$ cat config.mk
export PLATFORM = sky130hd
export DESIGN_NAME = rtc_second_pacer
export DESIGN_NICKNAME = d
export VERILOG_FILES = /design/src/rtl/rtc_pacer_pkg.sv /design/src/rtl/rtc_trim_regs.sv /design/src/rtl/rtc_reload_sel.sv /design/src/rtl/rtc_divider.sv /design/src/rtl/rtc_second_pacer.sv
export SDC_FILE = /design/constraint.sdc
export NUM_CORES = 1
export LEC_CHECK = 0
export BUFFER_PORTS_ARGS = -buffer_cell sky130_fd_sc_hd__buf_2
export CORE_MARGIN = 2
export CORE_UTILIZATION = 30
export CTS_CLUSTER_DIAMETER = 150
export DETAILED_ROUTE_END_ITERATION = 16
export GPL_ROUTABILITY_DRIVEN = 0
export SYNTH_ARGS = -nofsm -noshare
export SYNTH_HDL_FRONTEND = slang
export SYNTH_SLANG_ARGS = --single-unit
$ cat constraint.sdc
create_clock -name clk -period 4.6 [get_ports clk]
set_input_delay 0.46 -clock clk [delete_from_list [all_inputs] [get_ports clk]]
set_output_delay 0.46 -clock clk [all_outputs]
set_load 0.005 [all_outputs]
$ cat src/rtl/rtc_pacer_pkg.sv
package rtc_pacer_pkg;

    typedef enum logic {
        TRIM_LO = 1'b0,
        TRIM_HI = 1'b1
    } trim_byte_e;

    // counter must hold nominal reload plus the largest positive trim
    function automatic int cnt_width(input int div_bits, input int comp_bits);
        int base;
        base = (div_bits > comp_bits - 1) ? div_bits : comp_bits - 1;
        return base + 2;
    endfunction

endpackage

$ cat src/rtl/rtc_trim_regs.sv
module rtc_trim_regs #(
    parameter int BYTE_W = 8,
    parameter int NBYTES = 2,
    localparam int SEL_W  = (NBYTES > 1) ? $clog2(NBYTES) : 1,
    localparam int TRIM_W = BYTE_W * NBYTES
) (
    input  logic              clk,
    input  logic              rst_n,
    input  logic              wr_en,
    input  logic [SEL_W-1:0]  wr_sel,
    input  logic [BYTE_W-1:0] wr_data,
    input  logic [SEL_W-1:0]  rd_sel,
    output logic [BYTE_W-1:0] rd_data,
    output logic [TRIM_W-1:0] trim_value
);

    typedef struct packed {
        logic [NBYTES-1:0][BYTE_W-1:0] bytes;
    } trim_state_t;

    trim_state_t st_d, st_q;

    always_comb begin
        st_d = st_q;
        if (wr_en) begin
            st_d.bytes[wr_sel] = wr_data;
        end
    end

    always_ff @(posedge clk or negedge rst_n) begin
        if (!rst_n) st_q <= '0;
        else        st_q <= st_d;
    end

    assign rd_data    = st_q.bytes[rd_sel];
    assign trim_value = st_q.bytes;

    for (genvar b = 0; b < NBYTES; b++) begin : g_byte_chk
        // a write loads only its own byte
        a_r2_byte_loaded: assert property (@(posedge clk) disable iff (!rst_n)
            (wr_en && wr_sel == SEL_W'(b)) |=> st_q.bytes[b] == $past(wr_data));
        a_r3_other_byte_kept: assert property (@(posedge clk) disable iff (!rst_n)
            (wr_en && wr_sel != SEL_W'(b)) |=> $stable(st_q.bytes[b]));
    end

endmodule

$ cat src/rtl/rtc_reload_sel.sv
module rtc_reload_sel #(
    parameter int DIV_BITS  = 15,
    parameter int COMP_BITS = 16,
    localparam int CNT_W    = rtc_pacer_pkg::cnt_width(DIV_BITS, COMP_BITS)
) (
    input  logic [COMP_BITS-1:0] trim_value,
    input  logic                 auto_comp_en,
    input  logic                 sec_is_zero,
    input  logic                 min_is_zero,
    output logic [CNT_W-1:0]     reload
);

    localparam logic signed [CNT_W-1:0] NOM_RELOAD = CNT_W'((64'd1 << DIV_BITS) - 64'd1);
    localparam logic signed [CNT_W-1:0] MIN_RELOAD = CNT_W'(1);

    logic                    hour_start;
    logic signed [CNT_W-1:0] trim_ext;
    logic signed [CNT_W-1:0] trimmed;

    assign hour_start = auto_comp_en && sec_is_zero && min_is_zero;

    always_comb begin
        trim_ext = {{(CNT_W-COMP_BITS){trim_value[COMP_BITS-1]}}, trim_value};
        trimmed  = NOM_RELOAD + trim_ext;
        if (!hour_start) begin
            reload = NOM_RELOAD;
        end else if (trimmed < MIN_RELOAD) begin
            reload = MIN_RELOAD;
        end else begin
            reload = trimmed;
        end
    end

endmodule

$ cat src/rtl/rtc_divider.sv
module rtc_divider #(
    parameter int DIV_BITS = 15,
    parameter int CNT_W    = 17,
    localparam logic [CNT_W-1:0] NOM_RELOAD = CNT_W'((64'd1 << DIV_BITS) - 64'd1)
) (
    input  logic             clk,
    input  logic             rst_n,
    input  logic             slow_en,
    input  logic             run_en,
    input  logic [CNT_W-1:0] reload,
    output logic             tick
);

    typedef struct packed {
        logic [CNT_W-1:0] cnt;
        logic             tick;
    } div_state_t;

    div_state_t st_d, st_q;

    always_comb begin
        st_d      = st_q;
        st_d.tick = 1'b0;
        if (!run_en) begin
            st_d.cnt = NOM_RELOAD;
        end else if (slow_en) begin
            if (st_q.cnt == '0) begin
                st_d.cnt  = reload;
                st_d.tick = 1'b1;
            end else begin
                st_d.cnt = st_q.cnt - 1'b1;
            end
        end
    end

    always_ff @(posedge clk or negedge rst_n) begin
        if (!rst_n) begin
            st_q.cnt  <= NOM_RELOAD;
            st_q.tick <= 1'b0;
        end else begin
            st_q <= st_d;
        end
    end

    assign tick = st_q.tick;

    // stopped pacer never ticks and sits at nominal reload
    a_r8_no_tick_stopped: assert property (@(posedge clk) disable iff (!rst_n)
        !run_en |=> !tick);
    a_r8_hold_nominal: assert property (@(posedge clk) disable iff (!rst_n)
        !run_en |=> st_q.cnt == NOM_RELOAD);
    // tick lasts one cycle (reload is at least 1)
    a_r9_single_cycle: assert property (@(posedge clk) disable iff (!rst_n)
        tick |=> !tick);
    // idle cycles leave the count untouched
    a_r10_idle_hold: assert property (@(posedge clk) disable iff (!rst_n)
        (run_en && !slow_en) |=> $stable(st_q.cnt));
    // each enable steps the count down by one
    a_r4_step_down: assert property (@(posedge clk) disable iff (!rst_n)
        (run_en && slow_en && st_q.cnt != '0) |=> st_q.cnt == $past(st_q.cnt) - 1'b1);
    // reload handed to the counter never drops below 1
    a_r6_reload_floor: assert property (@(posedge clk) disable iff (!rst_n)
        reload != '0);

endmodule

$ cat src/rtl/rtc_second_pacer.sv
module rtc_second_pacer #(
    parameter int DIV_BITS = 15,
    parameter int BYTE_W   = 8
) (
    input  logic              clk,
    input  logic              rst_n,
    input  logic              slow_en,
    input  logic              run_en,
    input  logic              auto_comp_en,
    input  logic              sec_is_zero,
    input  logic              min_is_zero,
    input  logic              reg_wr_en,
    input  logic              reg_hi_sel,
    input  logic [BYTE_W-1:0] reg_wr_data,
    input  logic              reg_rd_hi_sel,
    output logic [BYTE_W-1:0] reg_rd_data,
    output logic              sec_tick
);

    localparam int COMP_BITS = 2 * BYTE_W;
    localparam int CNT_W     = rtc_pacer_pkg::cnt_width(DIV_BITS, COMP_BITS);

    logic [COMP_BITS-1:0] trim_value;
    logic [CNT_W-1:0]     reload;

    rtc_trim_regs #(
        .BYTE_W (BYTE_W),
        .NBYTES (2)
    ) u_trim_regs (
        .clk        (clk),
        .rst_n      (rst_n),
        .wr_en      (reg_wr_en),
        .wr_sel     (reg_hi_sel),
        .wr_data    (reg_wr_data),
        .rd_sel     (reg_rd_hi_sel),
        .rd_data    (reg_rd_data),
        .trim_value (trim_value)
    );

    rtc_reload_sel #(
        .DIV_BITS  (DIV_BITS),
        .COMP_BITS (COMP_BITS)
    ) u_reload_sel (
        .trim_value   (trim_value),
        .auto_comp_en (auto_comp_en),
        .sec_is_zero  (sec_is_zero),
        .min_is_zero  (min_is_zero),
        .reload       (reload)
    );

    rtc_divider #(
        .DIV_BITS (DIV_BITS),
        .CNT_W    (CNT_W)
    ) u_divider (
        .clk     (clk),
        .rst_n   (rst_n),
        .slow_en (slow_en),
        .run_en  (run_en),
        .reload  (reload),
        .tick    (sec_tick)
    );

    // without the hour condition the reload is nominal
    a_r7_nominal_off_hour: assert property (@(posedge clk) disable iff (!rst_n)
        !(auto_comp_en && sec_is_zero && min_is_zero) |-> reload == CNT_W'((64'd1 << DIV_BITS) - 64'd1));

endmodule

==> impl_metrics.tcl, run 1 <==
set metrics [dict create \
    cts.path.max_buffers 2 \
    drc_errors 0 \
    startpoint_type "flop" \
    synth_edf_count 0 \
    cp_slowest_cell "nor4_2" \
    critPathTopFamily "simple AND/OR/NAND/NOR gates" \
    clkTransAtPathRegs_ns 0.07 \
    routed_wl_um 5730 \
    crit_type "flop to flop" \
    yosysWarnings 0 \
    grt_overflow 0 \
    syn_nets 277 \
    numCtsBuffers 5 \
    rows 32 \
    multi_input_area_um2 1370 \
    syn-cell-area_um2 2340 \
    finalCritPeriodShare_pct 75.0 \
    core_um2 7650 \
    dieArea_um2 8520 \
    power.density_nw_per_um2 295 \
    antenna_left 0 \
    io_buffers 26 \
    power_w 0.000776 \
    synthTopCellsByCount "nor2_1, mux2_2, dfrtp_1" \
    synth_cells 256 \
    seqCellArea_um2 870 \
    yosysMostFrequentCell "nor2_1" \
    grt_setup_unrepaired "false" \
    io_pins 27 \
    diodes 0 \
    synth_cell_type_count 53 \
    reg2reg_slack_ns 1.15 \
    cts_tree "done" \
    syn_to_final_growth_pct 12.3 \
    routed_via_density 5.32 \
    ir_worst_vdd_mv 0.226 \
    crit_path_max_incr_delay_ns 0.67 \
    post_cts_resized 0 \
    avgRoutedWirePerCell_um 15.2 \
    antenna_found_initial 0 \
    slew_viol_final 0 \
    required_ns 4.84 \
    place_hpwl_um 4400 \
    crit_arrival_ns 3.69 \
    yosys-top-cells-area "dfrtp_1, dfstp_2, mux2_2" \
    drive_gt1_share_pct 27.7 \
    postCtsSetupRepairBufs 0 \
    avgSynthCellArea_um2 9.14 \
    grt_pass1_wl_um 9590 \
    clk_latency_ns 0.29 \
    hold_class "primary input to asynchronous set/reset pin" \
    die_h_um 92.3 \
    cellLeakagePower_nw 0.979 \
    fin_crit_ns 3.45 \
    critical_path.cell_chain "nor4_2 > nand2_1 > nor4_1 > xnor2_1 > a2111oi_0 > ha_1 > or4_1 > nand4_1 > a21o_1" \
    ys_seq_elements 34 \
    fin_tns_setup_ns 0 \
    drv_cap 0 \
    die_w_um 92.3 \
    synth_top_cell_area_share_pct 20.3 \
    crit_path_end_kind "flop" \
    nets 294 \
    relSlewSlack_pct 46.5 \
    cts_sinks 34 \
    initial_core_util_pct 30.6 \
    track_usage_pct 14.0 \
    fin_worst_skew_ns 0.00388 \
    drtIter0Drc 114 \
    hold_viol_final 0 \
    nFillCells 800 \
    first_global_vias 1924 \
    tightest_slew_ns 0.801 \
    yosysSeqAreaShare_pct 37.2 \
    async_flop_share_pct 100 \
    cts-root-buf "clkbuf_8" \
    drt_first_pass_iters 4 \
    vias 2000 \
    crit_buf_inv 0 \
    h-tree-depth 2 \
    cts_hold_repair.buffers 0 \
    fmax_ghz 0.290 \
    critPathMaxFanout 10 \
    synth_area_leader_cell "dfrtp_1" \
    synth_top_flop_cell "dfrtp_1" \
    setup_viol 0 \
    grt_max_degree 35 \
    status "complete, no violations" \
]
power breakdown:
part / internal [W] / switching (W) / leakage [nW]
combinational: 0.0000696 / 0.0000704 / 0.538
clock: 0.000162 / 0.000110 / 0.0524
sequential: 0.000323 / 0.0000403 / 0.389
total: 0.000555 / 0.000221 / 0.979
worst reg2reg max path, cell delays in order, from the launching register on:
cell	delay, ns
dfrtp_1	0.46
nor4_2	0.67
nand2_1	0.26
nor4_1	0.30
xnor2_1	0.14
a2111oi_0	0.40
ha_1	0.42
or4_1	0.53
nand4_1	0.11
a21o_1	0.12
metal layers:
metal	share of wire, %	track usage, %	vias to the layer above
met2	46	22.6	54
met3	4.0	2.69	9
li1	-	-	984
met5	0	0	-
met4	1.3	3.73	0
met1	49	19.3	953
final cells by class:
cell class,instances,share of cell area (%)
Multi-Input combinational cell,200,52.2
Sequential cell,34,33.1
Timing Repair Buffer,26,4.95
Tap cell,102,4.86
Clock buffer,7,2.90
Clock inverter,1,1.14
Inverter,6,0.857
sequential cells by signal, summed over array words and instances (netlist names):
register,cells
u_divider.tick,1
u_divider.st_q,17
u_trim_regs.trim_value,16
worst paths after layout:
| kind | end | startpoint | cells after the start |
|---|---|---|---|
| max | u_divider.st_q[14] | u_trim_regs.trim_value[3] | 9 |
| min | u_trim_regs.trim_value[9] | rst_n | 1 |
| max reg2reg | u_divider.st_q[14] | u_trim_regs.trim_value[3] | 9 |
| min reg2reg | u_divider.st_q[3] | u_divider.st_q[3] | 2 |
| max in group asynchronous | u_divider.st_q[17] | rst_n | 1 |
| min in group clk | u_trim_regs.trim_value[1] | reg_wr_data[1] | 3 |
through the flow:
step / area (um2) / hold WS (ns) / util, % / setup slack (ns) / instances
3_5_place_dp: 2520 / 0.528 / 33.0 / 1.25 / 368
5_1_grt: 2630 / 0.310 / 34.4 / 0.714 / 376
2_1_floorplan: 2340 / 0.164 / - / 1.53 / 256
4_1_cts: 2630 / 0.270 / 34.4 / 1.22 / 376
3_3_place_gp: 2520 / 0.524 / 33.0 / 1.35 / 368
6_report: 2630 / 0.242 / 34.4 / 1.15 / 376
cell families (layout without fill, tap and decap cells):
| family | Yosys count | after routing | share of synthesized area [%] |
|---|---|---|---|
| and+or+nand+nor | 105 | 105 | 26.0 |
| muxes | 20 | 20 | 9.63 |
| buffers and inverters | 22 | 40 | 4.22 |
| adders and majority gates | 3 | 3 | 1.60 |
| xor gates and xnor gates | 14 | 14 | 5.24 |
| DFF | 34 | 34 | 37.2 |
| AOI/OAI and AO/OA | 58 | 58 | 16.1 |
cells in the final DEF, fill, tap and decap left out, types with 5 or more instances in the layout:
master	n
nand3_1	9
o31ai_1	5
buf_2	26
nor4_1	6
xnor2_1	10
nor3_1	12
dfrtp_1	19
nor2_1	23
clkbuf_8	5
dfstp_2	15
mux2_2	20
o21ai_0	8
inv_1	5
or3_1	5
a21oi_1	9
o21ai_1	10
nand4_1	6
nand2_1	17
Power figures use the tool's default switching activity.
==> run 2, diff against run 1 <==
==> constraint.sdc (replaced) <==
create_clock -name clk -period 2.8 [get_ports clk]
set_input_delay 0.28 -clock clk [delete_from_list [all_inputs] [get_ports clk]]
set_output_delay 0.28 -clock clk [all_outputs]
set_load 0.005 [all_outputs]
==> run 2 against run 1 <==
Net effect: routed wire length rose by 11%; hold slack got worse by 0.17 ns; flip-flop and latch count did not move; highest routed layer unchanged; via count rose by 7.8%; core utilization rose by 3.1 points; clock-buffer cell count did not move; global-route usage rose by 1.6 points; non-clock buffer count rose by 22; cell area rose by 9.0%.
==> impl_metrics.tcl, run 2 (synthesis gave the netlist of run 1 again) <==
set metrics [dict create \
    h-tree-depth 2 \
    syn_to_final_growth_pct 22.5 \
    avgRoutedWirePerCell_um 16.0 \
    drive_gt1_share_pct 36.7 \
    tightest_slew_ns 0.802 \
    numCtsBuffers 5 \
    fin_crit_ns 2.75 \
    dieArea_um2 8520 \
    wl_met3_um 377 \
    core_um2 7650 \
    cts-root-buf "clkbuf_8" \
    place_hpwl_um 4690 \
    hold_class "primary input to asynchronous set/reset pin" \
    cts_tree "done" \
    finalCritPeriodShare_pct 98.3 \
    worst-path-stages 9 \
    drtIter0Drc 97 \
    vias 2155 \
    crit_type "flop to flop" \
    crit_path_end_kind "flop" \
    critPathMostFrequentCell "nand4_1" \
    track_usage_pct 15.7 \
    nets 317 \
    grt_overflow 0 \
    crit_path_max_incr_delay_ns 0.43 \
    cts_sinks 34 \
    cts.path.max_buffers 2 \
    drv_cap 0 \
    final_cell_mix "buf_2, nor2_1, buf_4" \
    fin_util_pct 37.5 \
    initial_core_util_pct 30.6 \
    critPathMaxFanout 7 \
    status "complete, no violations" \
    final_common_cell "buf_2" \
    regMostFlops "u_divider.st_q" \
    antenna_found_initial 0 \
    antenna_left 0 \
    post-place-ws_ns 0.0595 \
    hold_viol_final 0 \
    io_buffers 26 \
    routed_wl_um 6380 \
    crit_buf_inv 1 \
    wl_met2_um 3030 \
    setup_viol 0 \
    first_global_vias 2183 \
    die_h_um 92.3 \
    critical_path.cell_chain "nor4_4 > buf_4 > nand4_1 > xnor2_1 > a2111oi_2 > ha_2 > or4_1 > nand4_1 > a21o_1" \
    rows 32 \
    fin_tns_setup_ns 0 \
    drt_first_pass_iters 4 \
    relSlewSlack_pct 46.4 \
    io_pins 27 \
    grt_pass1_wl_um 10800 \
    cts_hold_repair.buffers 0 \
    routed_via_density 5.40 \
    power_w 0.00136 \
    r2r_cells 9 \
    largest_register_ff_count 17 \
    cellLeakagePower_nw 1.09 \
    ir_worst_vdd_mv 0.306 \
    highest_layer "met4" \
    clkTransAtPathRegs_ns 0.07 \
    die_w_um 92.3 \
    fin_worst_skew_ns 0.00697 \
    grt_max_degree 35 \
    postLayoutSetupSlackWorst_ns 0.0472 \
    fmax_ghz 0.363 \
    critPathTopFamily "simple AND/OR/NAND/NOR gates" \
    drc_errors 0 \
    diodes 0 \
    power.density_nw_per_um2 473 \
    grt_setup_unrepaired "true" \
    cp_slowest_cell "dfrtp_1" \
    clk_latency_ns 0.29 \
    wl_met1_um 2890 \
    required_ns 3.03 \
    slew_viol_final 0 \
    crit_arrival_ns 2.98 \
    startpoint_type "flop" \
]
## run 2: cell count changes in the layout (fill, tap and decap cells not counted), sizes merged
cell / change
clkinvlp: +2
buf: +22
clkinv: -1
## run 2: final timing paths
path | slack (ns) | end | from
setup / recovery | 0.05 | u_divider.st_q[14] | u_trim_regs.trim_value[3]
max in group asynchronous | 2.23 | u_divider.st_q[17] | rst_n
hold / removal | 0.07 | u_trim_regs.trim_value[12] | rst_n
hold reg to reg | 0.53 | u_divider.st_q[5] | u_divider.st_q[5]
min in group clk | 0.20 | u_trim_regs.trim_value[1] | reg_wr_data[1]
setup reg to reg | 0.05 | u_divider.st_q[14] | u_trim_regs.trim_value[3]
## run 2: report_power, final
part / total, W / leakage [nW] / internal [W] / switching [W]
sequential: 0.000585 / 0.389 / 0.000530 / 0.0000546
clock: 0.000454 / 0.0524 / 0.000267 / 0.000188
combinational: 0.000317 / 0.652 / 0.000160 / 0.000157
## run 2: area by class of cell
type                    count  area, um2
clock inverters             1       30.0
fillers                   773       4780
repair inverters            1       5.00
clock buffers               7       76.3
repair buffers             48        295
multi-input cells         200       1440
well taps                 102        128
flip-flops and latches     34        870
inverters                   6       26.3
## run 2: repair_timing
action,in CTS,in global routing
gates resized for setup,0,7
buffers inserted,0,7
endpoints found under the setup margin,0,13
## run 2: worst reg2reg max path, cell delays in order (launching register included)
cell and delay [ns]:
dfrtp_1 0.43, nor4_4 0.41, buf_4 0.19, nand4_1 0.11
xnor2_1 0.18, a2111oi_2 0.35, ha_2 0.39, or4_1 0.42
nand4_1 0.10, a21o_1 0.11
## run 2: through the flow
stage | hold WS, ns | cells | instance area (um2)
after floorplan | -0.0156 | 256 | 2400
after global placement | 0.397 | 383 | 2670
after detailed placement | 0.405 | 383 | 2670
after CTS | 0.0866 | 391 | 2780
after global routing | 0.114 | 399 | 2870
final | 0.0673 | 399 | 2870
## run 2: metal layers
metal	vias up	GRT usage [%]
li1	1038	-
met1	1033	20.6
met2	74	26.0
met3	10	3.82
met4	0	3.61
met5	-	0
==> run 3, diff against run 2 <==
--- a/config.mk
+++ b/config.mk
@@ -5,6 +5,7 @@
 export SDC_FILE = /design/constraint.sdc
 export NUM_CORES = 1
 export LEC_CHECK = 0
+export ABC_AREA = 1
 export BUFFER_PORTS_ARGS = -buffer_cell sky130_fd_sc_hd__buf_2
 export CORE_MARGIN = 2
 export CORE_UTILIZATION = 30
==> run 3 against run 2 <==
Net effect: routed wire length is 2.9% higher; via count is 13% higher; cell area is 0.87% lower; non-clock buffer count is 22 lower; highest routed layer unchanged.
==> impl_metrics.tcl, run 3 <==
set metrics [dict create \
    yosysMostFrequentCell "nand2_1" \
    postCtsSetupRepairBufs 0 \
    reg2reg_slack_ns 0.36 \
    syn-cell-area_um2 2490 \
    rows 33 \
    synthTopCellsByCount "nand2_1, nor2_1, inv_1" \
    critPathMaxFanout 6 \
    crit_type "flop to flop" \
    antenna_found_initial 0 \
    synth_edf_count 0 \
    io_buffers 26 \
    relSlewSlack_pct 48.7 \
    critical_path.cell_chain "inv_2 > ha_2 > nand3_1 > nor2_2 > nand2_1 > nor2_1 > nor2_1 > nand3_1 > nor2_1 > ha_2 > clkinvlp_4 > nand3_1 > nand2_1 > nand3_1 > nand2_1" \
    yosysWarnings 0 \
    critPathMostFrequentCell "nand3_1" \
    crit_path_end_kind "flop" \
    syn_to_final_growth_pct 14.1 \
    status "complete, no violations" \
    final_common_cell "nand2_1" \
    post-place-ws_ns 0.207 \
    r2r_start "u_trim_regs.trim_value[0]" \
    cts_sinks 34 \
    fin_tns_setup_ns 0 \
    track_usage_pct 16.0 \
    critPathTopFamily "simple AND/OR/NAND/NOR gates" \
    die_h_um 95.1 \
    place_hpwl_um 4830 \
    setup_viol 0 \
    vias 2443 \
    fin_crit_ns 2.44 \
    synth_cells 387 \
    power.density_nw_per_um2 487 \
    yosys-top-cells-area "nand2_1, dfrtp_1, dfstp_2" \
    drtIter0Drc 140 \
    yosysSeqAreaShare_pct 34.9 \
    crit_buf_inv 2 \
    first_global_vias 2332 \
    syn_nets 408 \
    tightest_slew_ns 0.769 \
    io_pins 27 \
    hold_viol_final 0 \
    synth_area_leader_cell "nand2_1" \
    cts.path.max_buffers 2 \
    cts_tree "done" \
    routed_via_density 4.71 \
    ys_seq_elements 34 \
    drv_cap 0 \
    avgSynthCellArea_um2 6.43 \
    antenna_left 0 \
    synth_cell_type_count 28 \
    fin_worst_skew_ns 0.00423 \
    cts_hold_repair.buffers 0 \
    grt_overflow 0 \
    required_ns 3.03 \
    core_um2 8130 \
    diodes 0 \
    finalCritPeriodShare_pct 87.3 \
    h-tree-depth 2 \
    ir_worst_vdd_mv 0.240 \
    startpoint_type "flop" \
    fin_util_pct 34.9 \
    synth_top_cell_area_share_pct 20.2 \
    nets 434 \
    dieArea_um2 9040 \
    final_cell_mix "nand2_1, nor2_1, inv_1" \
    async_flop_share_pct 100 \
    clkTransAtPathRegs_ns 0.07 \
    hold_class "primary input to asynchronous set/reset pin" \
    initial_core_util_pct 30.6 \
    crit_arrival_ns 2.67 \
    grt_setup_unrepaired "false" \
    avgRoutedWirePerCell_um 12.6 \
    fin_area_um2 2840 \
    grt_pass1_wl_um 11400 \
    cp_slowest_cell "dfrtp_1" \
    fmax_ghz 0.409 \
    endpoint "u_divider.st_q[3]" \
    drt_first_pass_iters 4 \
    worstReg2RegEnd "u_divider.st_q[3]" \
    crit_path_max_incr_delay_ns 0.42 \
    cellLeakagePower_nw 1.39 \
    cp-startpoint "u_trim_regs.trim_value[0]" \
    cts-root-buf "clkbuf_8" \
    routed_wl_um 6560 \
    synth_top_flop_cell "dfrtp_1" \
    worst-path-stages 15 \
    regMostFlops "u_divider.st_q" \
    slew_viol_final 0 \
    postLayoutSetupSlackWorst_ns 0.356 \
    grt_max_degree 35 \
    die_w_um 95.1 \
    clk_latency_ns 0.30 \
    drc_errors 0 \
    r2r_cells 15 \
    numCtsBuffers 5 \
    postPlaceCellArea_um2 2710 \
    largest_register_ff_count 17 \
    drive_gt1_share_pct 16.7 \
]
## run 3: where the power goes
group / leakage [nW] / switching, W / internal [W] / total, W
registers: 0.398 / 0.0000654 / 0.000551 / 0.000617
clock network: 0.0579 / 0.000198 / 0.000262 / 0.000460
logic: 0.933 / 0.000197 / 0.000109 / 0.000306
total: 1.39 / 0.000460 / 0.000922 / 0.00138
## run 3: cell families after synthesis
| logic type | after synthesis | share of synthesized area (%) |
|---|---|---|
| fa+ha+maj | 3 | 1.51 |
| simple gates | 235 | 41.3 |
| xor+xnor | 10 | 3.52 |
| compound gates | 52 | 10.5 |
| buf+inv | 53 | 8.34 |
| flops | 34 | 34.9 |
## run 3: cell type report
type,count,area (um2)
timing repair inverter,1,7.51
sequential,34,870
fill,872,5290
timing repair buffer,26,130
inverter,45,173
tap,105,131
clock buffer,5,68.8
clock inverter,3,40.0
multi-input combinational,300,1420
## run 3: stage by stage
stage	instances	power, W	hold slack, ns
after floorplan	387	0.000818	-0.0156
after global placement	510	0.000922	0.416
after global routing	519	0.00148	0.129
after CTS	518	0.00139	0.0860
after detailed placement	510	0.000925	0.399
final	519	0.00138	0.0374
## run 3: worst min path at each step
stage,start,to,slack [ns],depth (start not counted)
3_5_place_dp,rst_n,u_divider.st_q[16],0.40,1
3_3_place_gp,rst_n,u_divider.st_q[16],0.42,1
6_report,rst_n,u_divider.st_q[16],0.04,1
2_1_floorplan,rst_n,u_divider.st_q[16],-0.02,0
4_1_cts,rst_n,u_divider.st_q[16],0.09,1
5_1_grt,rst_n,u_divider.tick,0.13,1
## run 3: timing repair
item / 4_1_cts / 5_1_grt
setup endpoints to repair: 0 / 11
endpoints found under the hold margin: 0 / 0
resized for setup: 0 / 6
## run 3: metal layers
| layer | vias up | share of wire [%] | GRT usage, % |
|---|---|---|---|
| li1 | 1278 | - | - |
| met1 | 1085 | 48 | 23.2 |
| met2 | 67 | 44 | 24.1 |
| met3 | 13 | 6.3 | 4.11 |
| met4 | 0 | 1.4 | 3.26 |
| met5 | - | 0 | 0 |
## run 3: worst reg2reg max path, stage by stage, from the launching register on
cell        delay [ns]
dfrtp_1           0.42
inv_2             0.11
ha_2              0.24
nand3_1           0.15
nor2_2            0.17
nand2_1           0.08
nor2_1            0.15
nor2_1            0.06
nand3_1           0.07
nor2_1            0.05
ha_2              0.41
clkinvlp_4        0.17
nand3_1           0.11
nand2_1           0.06
nand3_1           0.08
nand2_1           0.06
